<file path="config.mk">
export PLATFORM = sky130hd
export DESIGN_NAME = xdma_engine
export DESIGN_NICKNAME = d
export VERILOG_FILES = /design/src/rtl/xdma_pkg.sv /design/src/rtl/xdma_chan_regs.sv /design/src/rtl/xdma_rr_arb.sv /design/src/rtl/xdma_xfer_fsm.sv /design/src/rtl/xdma_engine.sv
export SDC_FILE = /design/constraint.sdc
export NUM_CORES = 2
export LEC_CHECK = 0
export BUFFER_PORTS_ARGS = -buffer_cell sky130_fd_sc_hd__buf_2
export CAP_MARGIN = 20
export CORE_ASPECT_RATIO = 1.1
export CORE_MARGIN = 3
export CORE_UTILIZATION = 30
export CTS_BUF_LIST = sky130_fd_sc_hd__clkbuf_4
export CTS_CLUSTER_SIZE = 16
export DETAILED_ROUTE_END_ITERATION = 7
export GPL_TIMING_DRIVEN = 0
export SLEW_MARGIN = 20
export SYNTH_ARGS = -nofsm -noshare
export SYNTH_HDL_FRONTEND = slang
export SYNTH_HIERARCHICAL = 1
export SYNTH_SLANG_ARGS = --single-unit
export TNS_END_PERCENT = 10
</file>
<file path="constraint.sdc">
create_clock -name clk -period 6.5 [get_ports clk]
set_input_delay 0.325 -clock clk [delete_from_list [all_inputs] [get_ports clk]]
set_output_delay 0.325 -clock clk [all_outputs]
set_load 0.02 [all_outputs]
</file>
<file path="src/rtl/xdma_pkg.sv">
package xdma_pkg;

    // Control word field positions (fixed by the register map)
    localparam int unsigned B_EN    = 0;
    localparam int unsigned B_DIR   = 1;
    localparam int unsigned B_MODE  = 2;
    localparam int unsigned B_IE    = 3;
    localparam int unsigned B_EP_LO = 4;
    localparam int unsigned B_ERR   = 8;
    localparam int unsigned B_BU_LO = 9;
    localparam int unsigned CTRL_W  = 16;

    typedef enum logic [1:0] {
        ST_IDLE  = 2'd0,
        ST_FETCH = 2'd1,
        ST_PUT   = 2'd2
    } eng_st_t;

    function automatic logic [4:0] burst_words(input logic [1:0] f);
        unique case (f)
            2'd0: burst_words = 5'd1;
            2'd1: burst_words = 5'd4;
            2'd2: burst_words = 5'd8;
            default: burst_words = 5'd16;
        endcase
    endfunction

endpackage

</file>
<file path="src/rtl/xdma_chan_regs.sv">
module xdma_chan_regs
    import xdma_pkg::*;
#(
    parameter int unsigned AW = 32,
    parameter int unsigned CW = 24
) (
    input  logic              clk,
    input  logic              rst_n,
    input  logic              wr_ctrl,
    input  logic              wr_addr,
    input  logic              wr_cnt,
    input  logic [31:0]       wdata,
    input  logic              upd,
    input  logic              set_fin,
    input  logic              set_err,
    input  logic [AW-1:0]     new_addr,
    input  logic [CW-1:0]     new_cnt,
    output logic [CTRL_W-1:0] ctrl_q,
    output logic [AW-1:0]     addr_q,
    output logic [CW-1:0]     cnt_q
);

    always_ff @(posedge clk) begin
        if (!rst_n) begin
            ctrl_q <= '0;
            addr_q <= '0;
            cnt_q  <= '0;
        end else begin
            if (wr_ctrl) begin
                ctrl_q <= wdata[CTRL_W-1:0];
            end else if (set_err) begin
                ctrl_q[B_EN]  <= 1'b0;
                ctrl_q[B_ERR] <= 1'b1;
            end else if (set_fin) begin
                ctrl_q[B_EN] <= 1'b0;
            end

            if (wr_addr)  addr_q <= {wdata[AW-1:2], 2'b00};
            else if (upd) addr_q <= new_addr;

            if (wr_cnt)   cnt_q <= wdata[CW-1:0];
            else if (upd) cnt_q <= new_cnt;
        end
    end

    AST_CNT_NO_RISE: assert property (@(posedge clk) disable iff (!rst_n)
        (upd && !wr_cnt) |=> (cnt_q <= $past(cnt_q)));

endmodule

</file>
<file path="src/rtl/xdma_rr_arb.sv">
module xdma_rr_arb #(
    parameter int unsigned NCH  = 8,
    localparam int unsigned CH_W = $clog2(NCH)
) (
    input  logic            clk,
    input  logic            rst_n,
    input  logic [NCH-1:0]  req,
    input  logic            take,
    output logic [CH_W-1:0] gnt,
    output logic            gnt_valid
);

    logic [CH_W-1:0] last_q;

    always_comb begin
        gnt       = '0;
        gnt_valid = 1'b0;
        for (int i = 1; i <= int'(NCH); i++) begin
            if (!gnt_valid && req[(int'(last_q) + i) % int'(NCH)]) begin
                gnt       = CH_W'((int'(last_q) + i) % int'(NCH));
                gnt_valid = 1'b1;
            end
        end
    end

    always_ff @(posedge clk) begin
        if (!rst_n)    last_q <= CH_W'(NCH - 1);
        else if (take) last_q <= gnt;
    end

    AST_RR_MOVES_ON: assert property (@(posedge clk) disable iff (!rst_n)
        (gnt_valid && req[last_q] && ($countones(req) > 1)) |-> (gnt != last_q));

endmodule

</file>
<file path="src/rtl/xdma_xfer_fsm.sv">
module xdma_xfer_fsm
    import xdma_pkg::*;
#(
    parameter int unsigned NCH = 8,
    parameter int unsigned AW  = 32,
    parameter int unsigned CW  = 24,
    localparam int unsigned CH_W = $clog2(NCH)
) (
    input  logic                     clk,
    input  logic                     rst_n,
    input  logic [NCH-1:0]           en_vec,
    input  logic [NCH-1:0]           dir_vec,
    input  logic [NCH-1:0]           mode_vec,
    input  logic [NCH-1:0][1:0]      burst_all,
    input  logic [NCH-1:0][3:0]      ep_all,
    input  logic [NCH-1:0][AW-1:0]   addr_all,
    input  logic [NCH-1:0][CW-1:0]   cnt_all,
    input  logic [CH_W-1:0]          gnt,
    input  logic                     gnt_valid,
    output logic                     take,
    output logic                     mem_req,
    output logic                     mem_we,
    output logic [AW-1:0]            mem_addr,
    output logic [1:0]               mem_burst,
    output logic [31:0]              mem_wdata,
    input  logic [31:0]              mem_rdata,
    input  logic                     mem_ack,
    input  logic                     mem_err,
    output logic                     ep_req,
    output logic                     ep_to_ep,
    output logic [3:0]               ep_num,
    output logic [31:0]              ep_wdata,
    input  logic [31:0]              ep_rdata,
    input  logic                     ep_ack,
    output logic                     ev_valid,
    output logic [CH_W-1:0]          ev_ch,
    output logic                     ev_upd,
    output logic                     ev_fin,
    output logic                     ev_err,
    output logic [AW-1:0]            new_addr,
    output logic [CW-1:0]            new_cnt
);

    eng_st_t         st_q, st_d;
    logic [CH_W-1:0] ch_q;
    logic [4:0]      beats_q;
    logic [31:0]     data_q;
    logic            beat_end, bus_err;
    logic            cur_en, cur_dir;
    logic [CW-1:0]   cur_cnt;
    logic [2:0]      nbytes;

    assign cur_en  = en_vec[ch_q];
    assign cur_dir = dir_vec[ch_q];
    assign cur_cnt = cnt_all[ch_q];
    assign nbytes  = (cur_cnt >= CW'(4)) ? 3'd4 : cur_cnt[2:0];
    assign new_cnt  = cur_cnt - CW'(nbytes);
    assign new_addr = addr_all[ch_q] + AW'(nbytes);

    // State register
    always_ff @(posedge clk) begin
        if (!rst_n) st_q <= ST_IDLE;
        else        st_q <= st_d;
    end

    // Next state and channel events
    always_comb begin
        st_d     = st_q;
        take     = 1'b0;
        ev_valid = 1'b0;
        ev_upd   = 1'b0;
        ev_fin   = 1'b0;
        ev_err   = 1'b0;
        beat_end = 1'b0;
        bus_err  = 1'b0;
        ev_ch    = (st_q == ST_IDLE) ? gnt : ch_q;
        unique case (st_q)
            ST_IDLE: begin
                if (gnt_valid) begin
                    take = 1'b1;
                    if (cnt_all[gnt] == '0) begin
                        ev_valid = 1'b1;
                        ev_fin   = 1'b1;
                    end else begin
                        st_d = ST_FETCH;
                    end
                end
            end
            ST_FETCH: begin
                if (cur_dir) begin
                    if (mem_ack) begin
                        if (mem_err) bus_err = 1'b1;
                        else         st_d = ST_PUT;
                    end
                end else if (ep_ack) begin
                    st_d = ST_PUT;
                end
            end
            ST_PUT: begin
                if (cur_dir) begin
                    if (ep_ack) beat_end = 1'b1;
                end else if (mem_ack) begin
                    if (mem_err) bus_err  = 1'b1;
                    else         beat_end = 1'b1;
                end
            end
            default: st_d = ST_IDLE;
        endcase

        if (bus_err) begin
            st_d = ST_IDLE;
            if (cur_en) begin
                ev_valid = 1'b1;
                ev_err   = 1'b1;
            end
        end
        if (beat_end) begin
            if (!cur_en) begin
                st_d = ST_IDLE;
            end else begin
                ev_valid = 1'b1;
                ev_upd   = 1'b1;
                if (new_cnt == '0) begin
                    ev_fin = 1'b1;
                    st_d   = ST_IDLE;
                end else if (beats_q == 5'd1) begin
                    st_d = ST_IDLE;
                    if (!mode_vec[ch_q]) ev_fin = 1'b1;
                end else begin
                    st_d = ST_FETCH;
                end
            end
        end
    end

    // Channel, burst counter and word holding register
    always_ff @(posedge clk) begin
        if (!rst_n) begin
            ch_q    <= '0;
            beats_q <= '0;
            data_q  <= '0;
        end else begin
            if (take) begin
                ch_q    <= gnt;
                beats_q <= burst_words(burst_all[gnt]);
            end else if (beat_end && st_d == ST_FETCH) begin
                beats_q <= beats_q - 5'd1;
            end
            if (st_q == ST_FETCH && cur_dir && mem_ack)  data_q <= mem_rdata;
            if (st_q == ST_FETCH && !cur_dir && ep_ack)  data_q <= ep_rdata;
        end
    end

    // Outputs
    always_comb begin
        mem_req   = (st_q == ST_FETCH && cur_dir) || (st_q == ST_PUT && !cur_dir);
        mem_we    = (st_q == ST_PUT);
        mem_addr  = addr_all[ch_q];
        mem_burst = burst_all[ch_q];
        mem_wdata = data_q;
        ep_req    = (st_q == ST_FETCH && !cur_dir) || (st_q == ST_PUT && cur_dir);
        ep_to_ep  = cur_dir;
        ep_num    = ep_all[ch_q];
        ep_wdata  = data_q;
    end

    AST_MEM_REQ_HELD: assert property (@(posedge clk) disable iff (!rst_n)
        (mem_req && !mem_ack) |=> mem_req);
    AST_EP_REQ_HELD: assert property (@(posedge clk) disable iff (!rst_n)
        (ep_req && !ep_ack) |=> ep_req);
    AST_ONE_OUTCOME: assert property (@(posedge clk) disable iff (!rst_n)
        !(ev_err && ev_upd));

endmodule

</file>
<file path="src/rtl/xdma_engine.sv">
module xdma_engine
    import xdma_pkg::*;
#(
    parameter int unsigned NCH = 8,
    parameter int unsigned AW  = 32,
    parameter int unsigned CW  = 24,
    localparam int unsigned CH_W = $clog2(NCH)
) (
    input  logic        clk,
    input  logic        rst_n,
    input  logic        reg_wr,
    input  logic        reg_rd,
    input  logic [11:0] reg_addr,
    input  logic [31:0] reg_wdata,
    output logic [31:0] reg_rdata,
    output logic        irq,
    output logic        mem_req,
    output logic        mem_we,
    output logic [31:0] mem_addr,
    output logic [1:0]  mem_burst,
    output logic [31:0] mem_wdata,
    input  logic [31:0] mem_rdata,
    input  logic        mem_ack,
    input  logic        mem_err,
    output logic        ep_req,
    output logic        ep_to_ep,
    output logic [3:0]  ep_num,
    output logic [31:0] ep_wdata,
    input  logic [31:0] ep_rdata,
    input  logic        ep_ack
);

    logic [NCH-1:0][CTRL_W-1:0] ctrl_all;
    logic [NCH-1:0][AW-1:0]     addr_all;
    logic [NCH-1:0][CW-1:0]     cnt_all;
    logic [NCH-1:0][1:0]        burst_all;
    logic [NCH-1:0][3:0]        ep_all;
    logic [NCH-1:0]             en_vec, dir_vec, mode_vec, ie_vec, sts_set;
    logic [NCH-1:0]             sts_q;
    logic                       in_win, sts_hit, ch_hit;
    logic [CH_W-1:0]            rch, gnt, ev_ch;
    logic                       gnt_valid, take;
    logic                       ev_valid, ev_upd, ev_fin, ev_err;
    logic [AW-1:0]              new_addr;
    logic [CW-1:0]              new_cnt;

    assign in_win  = (reg_addr[11:8] == 4'h2);
    assign sts_hit = in_win && (reg_addr[7:0] == 8'h00);
    assign ch_hit  = in_win && (int'(reg_addr[7:4]) < int'(NCH));
    assign rch     = reg_addr[4 +: CH_W];

    for (genvar g = 0; g < int'(NCH); g++) begin : g_ch
        logic sel;
        assign sel = reg_wr && ch_hit && (reg_addr[7:4] == 4'(g));
        xdma_chan_regs #(.AW(AW), .CW(CW)) u_regs (
            .clk      (clk),
            .rst_n    (rst_n),
            .wr_ctrl  (sel && reg_addr[3:0] == 4'h4),
            .wr_addr  (sel && reg_addr[3:0] == 4'h8),
            .wr_cnt   (sel && reg_addr[3:0] == 4'hC),
            .wdata    (reg_wdata),
            .upd      (ev_valid && ev_upd && ev_ch == CH_W'(g)),
            .set_fin  (ev_valid && ev_fin && ev_ch == CH_W'(g)),
            .set_err  (ev_valid && ev_err && ev_ch == CH_W'(g)),
            .new_addr (new_addr),
            .new_cnt  (new_cnt),
            .ctrl_q   (ctrl_all[g]),
            .addr_q   (addr_all[g]),
            .cnt_q    (cnt_all[g])
        );
        assign en_vec[g]    = ctrl_all[g][B_EN];
        assign dir_vec[g]   = ctrl_all[g][B_DIR];
        assign mode_vec[g]  = ctrl_all[g][B_MODE];
        assign ie_vec[g]    = ctrl_all[g][B_IE];
        assign ep_all[g]    = ctrl_all[g][B_EP_LO +: 4];
        assign burst_all[g] = ctrl_all[g][B_BU_LO +: 2];
        assign sts_set[g]   = ev_valid && (ev_fin || ev_err) && ev_ch == CH_W'(g);
    end

    xdma_rr_arb #(.NCH(NCH)) u_arb (
        .clk       (clk),
        .rst_n     (rst_n),
        .req       (en_vec),
        .take      (take),
        .gnt       (gnt),
        .gnt_valid (gnt_valid)
    );

    xdma_xfer_fsm #(.NCH(NCH), .AW(AW), .CW(CW)) u_fsm (
        .clk       (clk),
        .rst_n     (rst_n),
        .en_vec    (en_vec),
        .dir_vec   (dir_vec),
        .mode_vec  (mode_vec),
        .burst_all (burst_all),
        .ep_all    (ep_all),
        .addr_all  (addr_all),
        .cnt_all   (cnt_all),
        .gnt       (gnt),
        .gnt_valid (gnt_valid),
        .take      (take),
        .mem_req   (mem_req),
        .mem_we    (mem_we),
        .mem_addr  (mem_addr),
        .mem_burst (mem_burst),
        .mem_wdata (mem_wdata),
        .mem_rdata (mem_rdata),
        .mem_ack   (mem_ack),
        .mem_err   (mem_err),
        .ep_req    (ep_req),
        .ep_to_ep  (ep_to_ep),
        .ep_num    (ep_num),
        .ep_wdata  (ep_wdata),
        .ep_rdata  (ep_rdata),
        .ep_ack    (ep_ack),
        .ev_valid  (ev_valid),
        .ev_ch     (ev_ch),
        .ev_upd    (ev_upd),
        .ev_fin    (ev_fin),
        .ev_err    (ev_err),
        .new_addr  (new_addr),
        .new_cnt   (new_cnt)
    );

    // Shared status byte: cleared by a read, new events still land
    always_ff @(posedge clk) begin
        if (!rst_n) sts_q <= '0;
        else        sts_q <= ((reg_rd && sts_hit) ? '0 : sts_q) | sts_set;
    end

    assign irq = |(sts_q & ie_vec);

    always_comb begin
        reg_rdata = '0;
        if (sts_hit) begin
            reg_rdata = 32'(sts_q);
        end else if (ch_hit) begin
            unique case (reg_addr[3:0])
                4'h4:    reg_rdata = 32'(ctrl_all[rch]);
                4'h8:    reg_rdata = 32'(addr_all[rch]);
                4'hC:    reg_rdata = 32'(cnt_all[rch]);
                default: reg_rdata = '0;
            endcase
        end
    end

    AST_STS_CLEARS: assert property (@(posedge clk) disable iff (!rst_n)
        (reg_rd && sts_hit && sts_set == '0) |=> (sts_q == '0));
    AST_IRQ_NEEDS_EVENT: assert property (@(posedge clk) disable iff (!rst_n)
        $rose(irq) |-> ($past(sts_set) != '0 || $past(reg_wr)));

endmodule

</file>
Word level (Yosys, flattened, before mapping) --
Index checks and enable logic that the tools add are counted.
Cells by class: add/subtract/negate cells 11, magnitude comparators 13, bitwise operators 11, equal/unequal tests 24, multiplexer cells 186, reductions and logical operators 155
Operators with widths (number):
- 32-bit 2-to-1 mux | 22
- 24-bit 2-to-1 mux | 19
- 24-bit binary-select mux with 3-bit select | 3
- 32-bit binary-select mux with 3-bit select | 2
- 32-bit one-hot mux with 3 select lines | 1
- 1-bit 2-to-1 mux | 94
- 1-bit logical AND | 86
- 2-bit nonzero test | 26
- 16-bit binary-select mux with 3-bit select | 1
- 24-bit logical NOT | 2
- 4-bit by 5-bit < comparator with 1-bit output, second input constant | 8
- 1-bit binary-select mux with 3-bit select | 11
- 32-bit by 3-bit adder with 32-bit output | 1
- 3-bit 2-to-1 mux | 10
- 24-bit by 3-bit >= comparator with 1-bit output, second input constant | 1
- 2-bit 2-to-1 mux | 12
- 3-bit nonzero test | 8
- 3-bit OR reduction | 8
- 24-bit by 3-bit subtractor with 24-bit output | 1
- 4-bit by 3-bit equality test with 1-bit output, second input constant | 5
- 16-bit 2-to-1 mux | 1
- 2-bit OR reduction | 8
- 5-bit one-hot mux with 3 select lines | 1
- 3-bit adder, second input constant | 4
- other kinds (32) | 65
Word-level totals: bits in registers 629, input port bits 115, output and inout port bits 139

Logic depth before layout (Yosys ltp) --
depth in word-level cells 44, mapped depth 29, depth with buffers taken out 24

Modules after synthesis --
Netlist, hierarchy kept.
Modules (own cells, without submodules):
- xdma_chan_regs | area each 3524.6 sq um, seq. area each 1441.4 sq um, cells each 299, times used 8
- xdma_xfer_fsm | area each 8488.1 sq um, seq. area each 840.8 sq um, cells each 877, times used 1
- xdma_engine | area each 5770.5 sq um, seq. area each 160.2 sq um, cells each 579, times used 1
- xdma_rr_arb | area each 947.2 sq um, seq. area each 60.1 sq um, cells each 107, times used 1

Least setup slack after synthesis --
OpenSTA, ideal clock, no wires.
path kind register to register, start point reg u_fsm.ch_q[0], end point reg g_ch[0].u_regs.addr_q[29], path slack -71 ps, setup time 116 ps, required time 6384 ps, cell stages (with the launch flop) 30, clock period less this slack 6571 ps, data arrival time 6455 ps, path buffers 12, path through dfxtp_1 -> buf_6 -> buf_12 -> buf_8 -> buf_4 -> buf_2 -> buf_2 -> buf_4 -> buf_2 -> buf_2 -> buf_2 -> buf_2 -> mux4_2 -> mux2i_1 -> inv_1 -> ha_1 -> a21o_1 -> a21oi_1 -> nor2_1 -> and2_1 -> and2_1 -> clkbuf_1 -> nand2_1 -> nor2_1 -> and3_1 -> nor2b_1 -> nand3_1 -> xnor2_1 -> mux2_4 -> o211a_1
On the way: elaborated cells between the ends (all ways) 29, those cells by class 1 x add/sub; 1 x order compare; 23 x mux; 4 x reduce/logical
RTL lines:
- from (decl) | line xdma_xfer_fsm.sv:45 | logic [CH_W-1:0] ch_q;
- from (signal assigned) | line xdma_xfer_fsm.sv:144 | ch_q <= gnt;
- 32-bit binary-select mux with 3-bit select
- 32-bit 2-to-1 mux
- named net mem_addr[1] | line xdma_engine.sv:19 | output logic [31:0] mem_addr,
- 32-bit by 3-bit adder with 32-bit output | line xdma_xfer_fsm.sv:58 | assign new_addr = addr_all[ch_q] + AW'(nbytes);
- named net new_addr[29] | line xdma_engine.sv:44 | logic [AW-1:0] new_addr;
- 32-bit 2-to-1 mux | line xdma_chan_regs.sv:39 | else if (upd) addr_q <= new_addr;
- 32-bit 2-to-1 mux | line xdma_chan_regs.sv:38 | if (wr_addr) addr_q <= {wdata[AW-1:2], 2'b00};
- to (signal assigned) | line xdma_chan_regs.sv:38
- to (signal assigned) | line xdma_chan_regs.sv:39
- to (decl) | line xdma_chan_regs.sv:19 | output logic [AW-1:0] addr_q,
The timed path passes the listed nets, and every way through them passes these cells. The select of a mux whose other input is x is not followed. A chain may end at the register's enable or synchronous reset.

Final worst setup path --
start point reg u_fsm.ch_q[2], end point reg g_ch[3].u_regs.addr_q[31]
On the way: elaborated cells between the ends (all ways) 29, those cells by class 1 x add/sub; 1 x order compare; 1 x eq/ne; 23 x mux; 3 x reduce/logical
RTL lines:
- 24-bit binary-select mux with 3-bit select | line xdma_xfer_fsm.sv:55 | assign cur_cnt = cnt_all[ch_q];
- 24-bit 2-to-1 mux (not written as such) | line xdma_xfer_fsm.sv:55
- 24-bit by 3-bit >= comparator with 1-bit output | line xdma_xfer_fsm.sv:56 | assign nbytes = (cur_cnt >= CW'(4)) ? 3'd4 : cur_cnt[2:0];
- 3-bit 2-to-1 mux | line xdma_xfer_fsm.sv:56
- 32-bit by 3-bit adder with 32-bit output * | line xdma_xfer_fsm.sv:58
- named net new_addr[31] | line xdma_engine.sv:44
- 32-bit 2-to-1 mux * | line xdma_chan_regs.sv:39
- 32-bit 2-to-1 mux * | line xdma_chan_regs.sv:38
- to (signal assigned) | line xdma_chan_regs.sv:38
- to (signal assigned) | line xdma_chan_regs.sv:39
- to (decl) | line xdma_chan_regs.sv:19
The timed path passes the listed nets; every way through them passes the cells marked *. The select of a mux whose other input is x is not followed.

==> reports/qor.txt <==
average wire per standard cell: 32.2 um
Worst Clk Skew: 0.116 ns
outcome: finished with violations
Synthesized Nets: 4084
CTS tree: done
first-pass GRT wire length: 300 mm
Inst Count DP: 6117
worst vdd ir: 0.132 mV
port bufs: 250
Achievable Freq: 152 MHz
vias in the first global route: 39900
most common flop cell mapped by yosys: dfxtp_1
CP Max Fanout: 19
placed cell area: 47100 um^2
register area share after synthesis: 29.0%
Post-Place Setup Slack: -4.04 ns
largest net degree at the start of global routing: 25
Iteration-0 DRC Markers: 5596
CP Capture Type: register
clock sink total: 629
post-synth cell types: 105
fraction of registers with async set/reset: 0%
reg2reg setup slack: -0.07 ns
Die H: 405 um
Final Cycle Share: 101%
Pre-antenna DRT Iters: 8
Yosys warning count: 6
met1 WL: 80.8 mm
Min-Delay Path Class: input port to register
IO Pins: 254
Critical Path Start Type: register
Pleak: 24.6 nW
Root Driver: clkbuf_4
Cell Count, Final, Fillers Out: 6643
Power Density: 162 nW/um^2
Worst-path clk slew: 0.07 ns
met3 routed WL: 24.8 mm
Final nets: 4705
Avg Cell Area, Syn: 11.0 um^2
Worst Tran Pin Value: 1.29 ns
dpl hpwl: 151 mm
CTS HTree Levels: 4
relative slew slack: 14.0%
GRT Overall Usage: 27.9%
Rows: 145
initial core utilization: 30.4%
unrepaired setup endpoints after global routing: true
kind of critical path: register to register
initial antenna violation count: 27
Final setup viols: 10
Syn Std Cell Area: 43400 um^2
ANT nets after route: 0
Max Buffers Root-to-Sink: 3
Tmin final: 6.57 ns
Clock Latency Late Sink: 1.23 ns
Hold Fails Final Rpt: 0
Syn Inst Count: 3955
Die W: 369 um
EDFF count, synth: 0
area growth from synthesis to layout: 20.5%
final core occ: 36.6%
highest metal used: met5
failing checks: negative setup slack
Residual DRC: 0
total CTS buffers: 182
met2 wire length: 92.9 mm
detailed-route wire length: 214 mm
core area: 143000 um^2
Routability Congestion: 1.04
Die Area: 149000 um^2
layout cells sized above 1: 34.2%
Worst Setup Slack, final: -0.0730 ns
Crit path arrival time: 7.61 ns
vias: 40000
WP data required: 7.54 ns
Seq cells post-synth: 629
vias per cell: 6.02
Slew Limit Fails: 0
GR Overflow Total: 0
final instance area: 52300 um^2
Max Cap Violations: 0
fillers: 14300
==> power by group <==
group	leakage, nW	total [W]	internal [W]	switching, W
registers	5.06	0.00386	0.00385	0.00000124
clock network	1.36	0.00394	0.00197	0.00196
logic	18.1	0.000654	0.000217	0.000436
==> layout make-up <==
cell class / instances / area, um^2 / share of cell area (%)
sequential: 629 / 12600 / 24.1
multi-input combinational: 2894 / 29000 / 55.4
tap: 1911 / 2390 / 4.57
clock inverter: 52 / 324 / 0.620
clock buffer: 263 / 1970 / 3.78
timing repair buffer: 444 / 3160 / 6.04
buffer: 373 / 2630 / 5.03
antenna: 25 / 62.6 / 0.120
inverter: 52 / 195 / 0.373
==> worst max-delay path: stages, from the launching register on <==
cell and delay, ns:
dfxtp_2 0.43, buf_4 0.26, buf_4 0.31, buf_8 0.31, buf_4 0.40, buf_8 0.37
buf_8 0.34, clkbuf_8 0.36, mux2_2 0.47, ha_1 0.37, a21oi_1 0.22, nor2_2 0.20
and2_1 0.20, and2_4 0.26, nand2_1 0.19, nor2_4 0.22, and3_2 0.29, nor2b_4 0.24
nand3_2 0.20, xnor2_4 0.24, mux2_2 0.29, o211a_1 0.20
==> cell usage after synthesis, types with 39 or more instances <==
library cell	n	area share [%]
nor2_1	189	1.6
nand2_1	100	0.86
a21oi_1	43	0.50
o211a_1	432	10
buf_4	39	0.67
dfxtp_1	629	29
buf_1	42	0.36
buf_6	58	1.5
mux2i_1	303	7.0
clkbuf_1	127	1.1
mux2_4	306	11
mux2_2	184	4.8
nor2b_1	141	2.0
buf_2	112	1.3
mux4_2	245	13
inv_1	49	0.42
a211oi_1	48	0.83
nor4_1	50	0.72
nand2b_1	454	6.5
==> metrics by stage <==
step	hold slack, ns	power (W)	setup TNS, ns
4_1_cts	0.000320	0.00846	-0.295
5_1_grt	0.111	0.00868	-0.0914
3_5_place_dp	0.494	0.00449	-1270.57
6_report	0.0882	0.00844	-0.514
3_3_place_gp	0.486	0.00449	-1630.81
2_1_floorplan	0.403	0.00419	0
==> layer usage <==
metal  up-vias  track usage (%)
li1      16200                -
met1     20200             34.3
met2      2781             42.1
met3       777             8.73
met4        12             17.6
met5         -                0
==> path summary, 6_finish.rpt <==
path                             from                        end  cells after the start
min                     reg_wdata[29]  g_ch[7].u_regs/addr_q[29]                      4
max                     u_fsm/ch_q[2]  g_ch[3].u_regs/addr_q[31]                     21
min reg2reg  g_ch[4].u_regs/ctrl_q[8]   g_ch[4].u_regs/ctrl_q[8]                      1
max reg2reg             u_fsm/ch_q[2]  g_ch[3].u_regs/addr_q[31]                     21
==> logic make-up (layout without fill, tap and decap cells) <==
group	after synthesis	after routing	share of synthesized area, %
and+or+nand+nor	1095	1095	14.4
muxes	1047	1047	35.5
AOI/OAI and AO/OA	690	690	14.3
DFF	629	629	29.0
buffers and inverters	432	1184	5.46
xor gates and xnor gates	47	47	0.966
adders and majority gates	14	14	0.421
other	1	26	0.00864
==> sequential cells by signal, indices dropped and copies added, names as in the netlist <==
signal              cells
u_fsm/ch_q              3
g_ch.u_regs/ctrl_q    128
u_fsm/ep_wdata         32
u_fsm/st_q              2
u_arb/last_q            3
g_ch.u_regs/addr_q    256
g_ch.u_regs/cnt_q     192
sts_q                   8
u_fsm/beats_q           5
==> placed cells by master, fill, tap and decap left out, types with 9 or more instances in the layout <==
cell and instances:
ha_1 13, nand2b_1 454, buf_6 35, nand4_1 14, xnor2_1 28, o311a_1 9, buf_8 31, nor2_1 172
buf_4 55, o211a_1 432, mux2_2 184, clkbuf_4 267, o21ai_0 28, nor4_1 42, nor3_1 27, or4b_1 9
mux4_2 245, a211oi_1 48, mux2i_1 294, clkinv_1 36, buf_2 343, buf_1 30, diode_2 25, inv_1 49
dfxtp_1 628, nand3_1 30, o211ai_1 14, mux2_4 306, nand2_1 95, clkbuf_1 117, and3_1 13, o22ai_1 12
a211o_1 12, buf_12 17, a21oi_1 42, nor2b_1 139, dlygate4sd3_1 176, nor2_4 12
==> timing repair <==
| item | 4_1_cts | 5_1_grt |
|---|---|---|
| pin swaps | 5 | 5 |
| setup buffers | 14 | 2 |
| setup endpoints to repair | 491 | 448 |
| hold buffers | 176 | 0 |
| endpoints found under the hold margin | 608 | 0 |
| gates cloned | 0 | 0 |
| gates resized for setup | 159 | 70 |
Power figures use the tool's default switching activity.
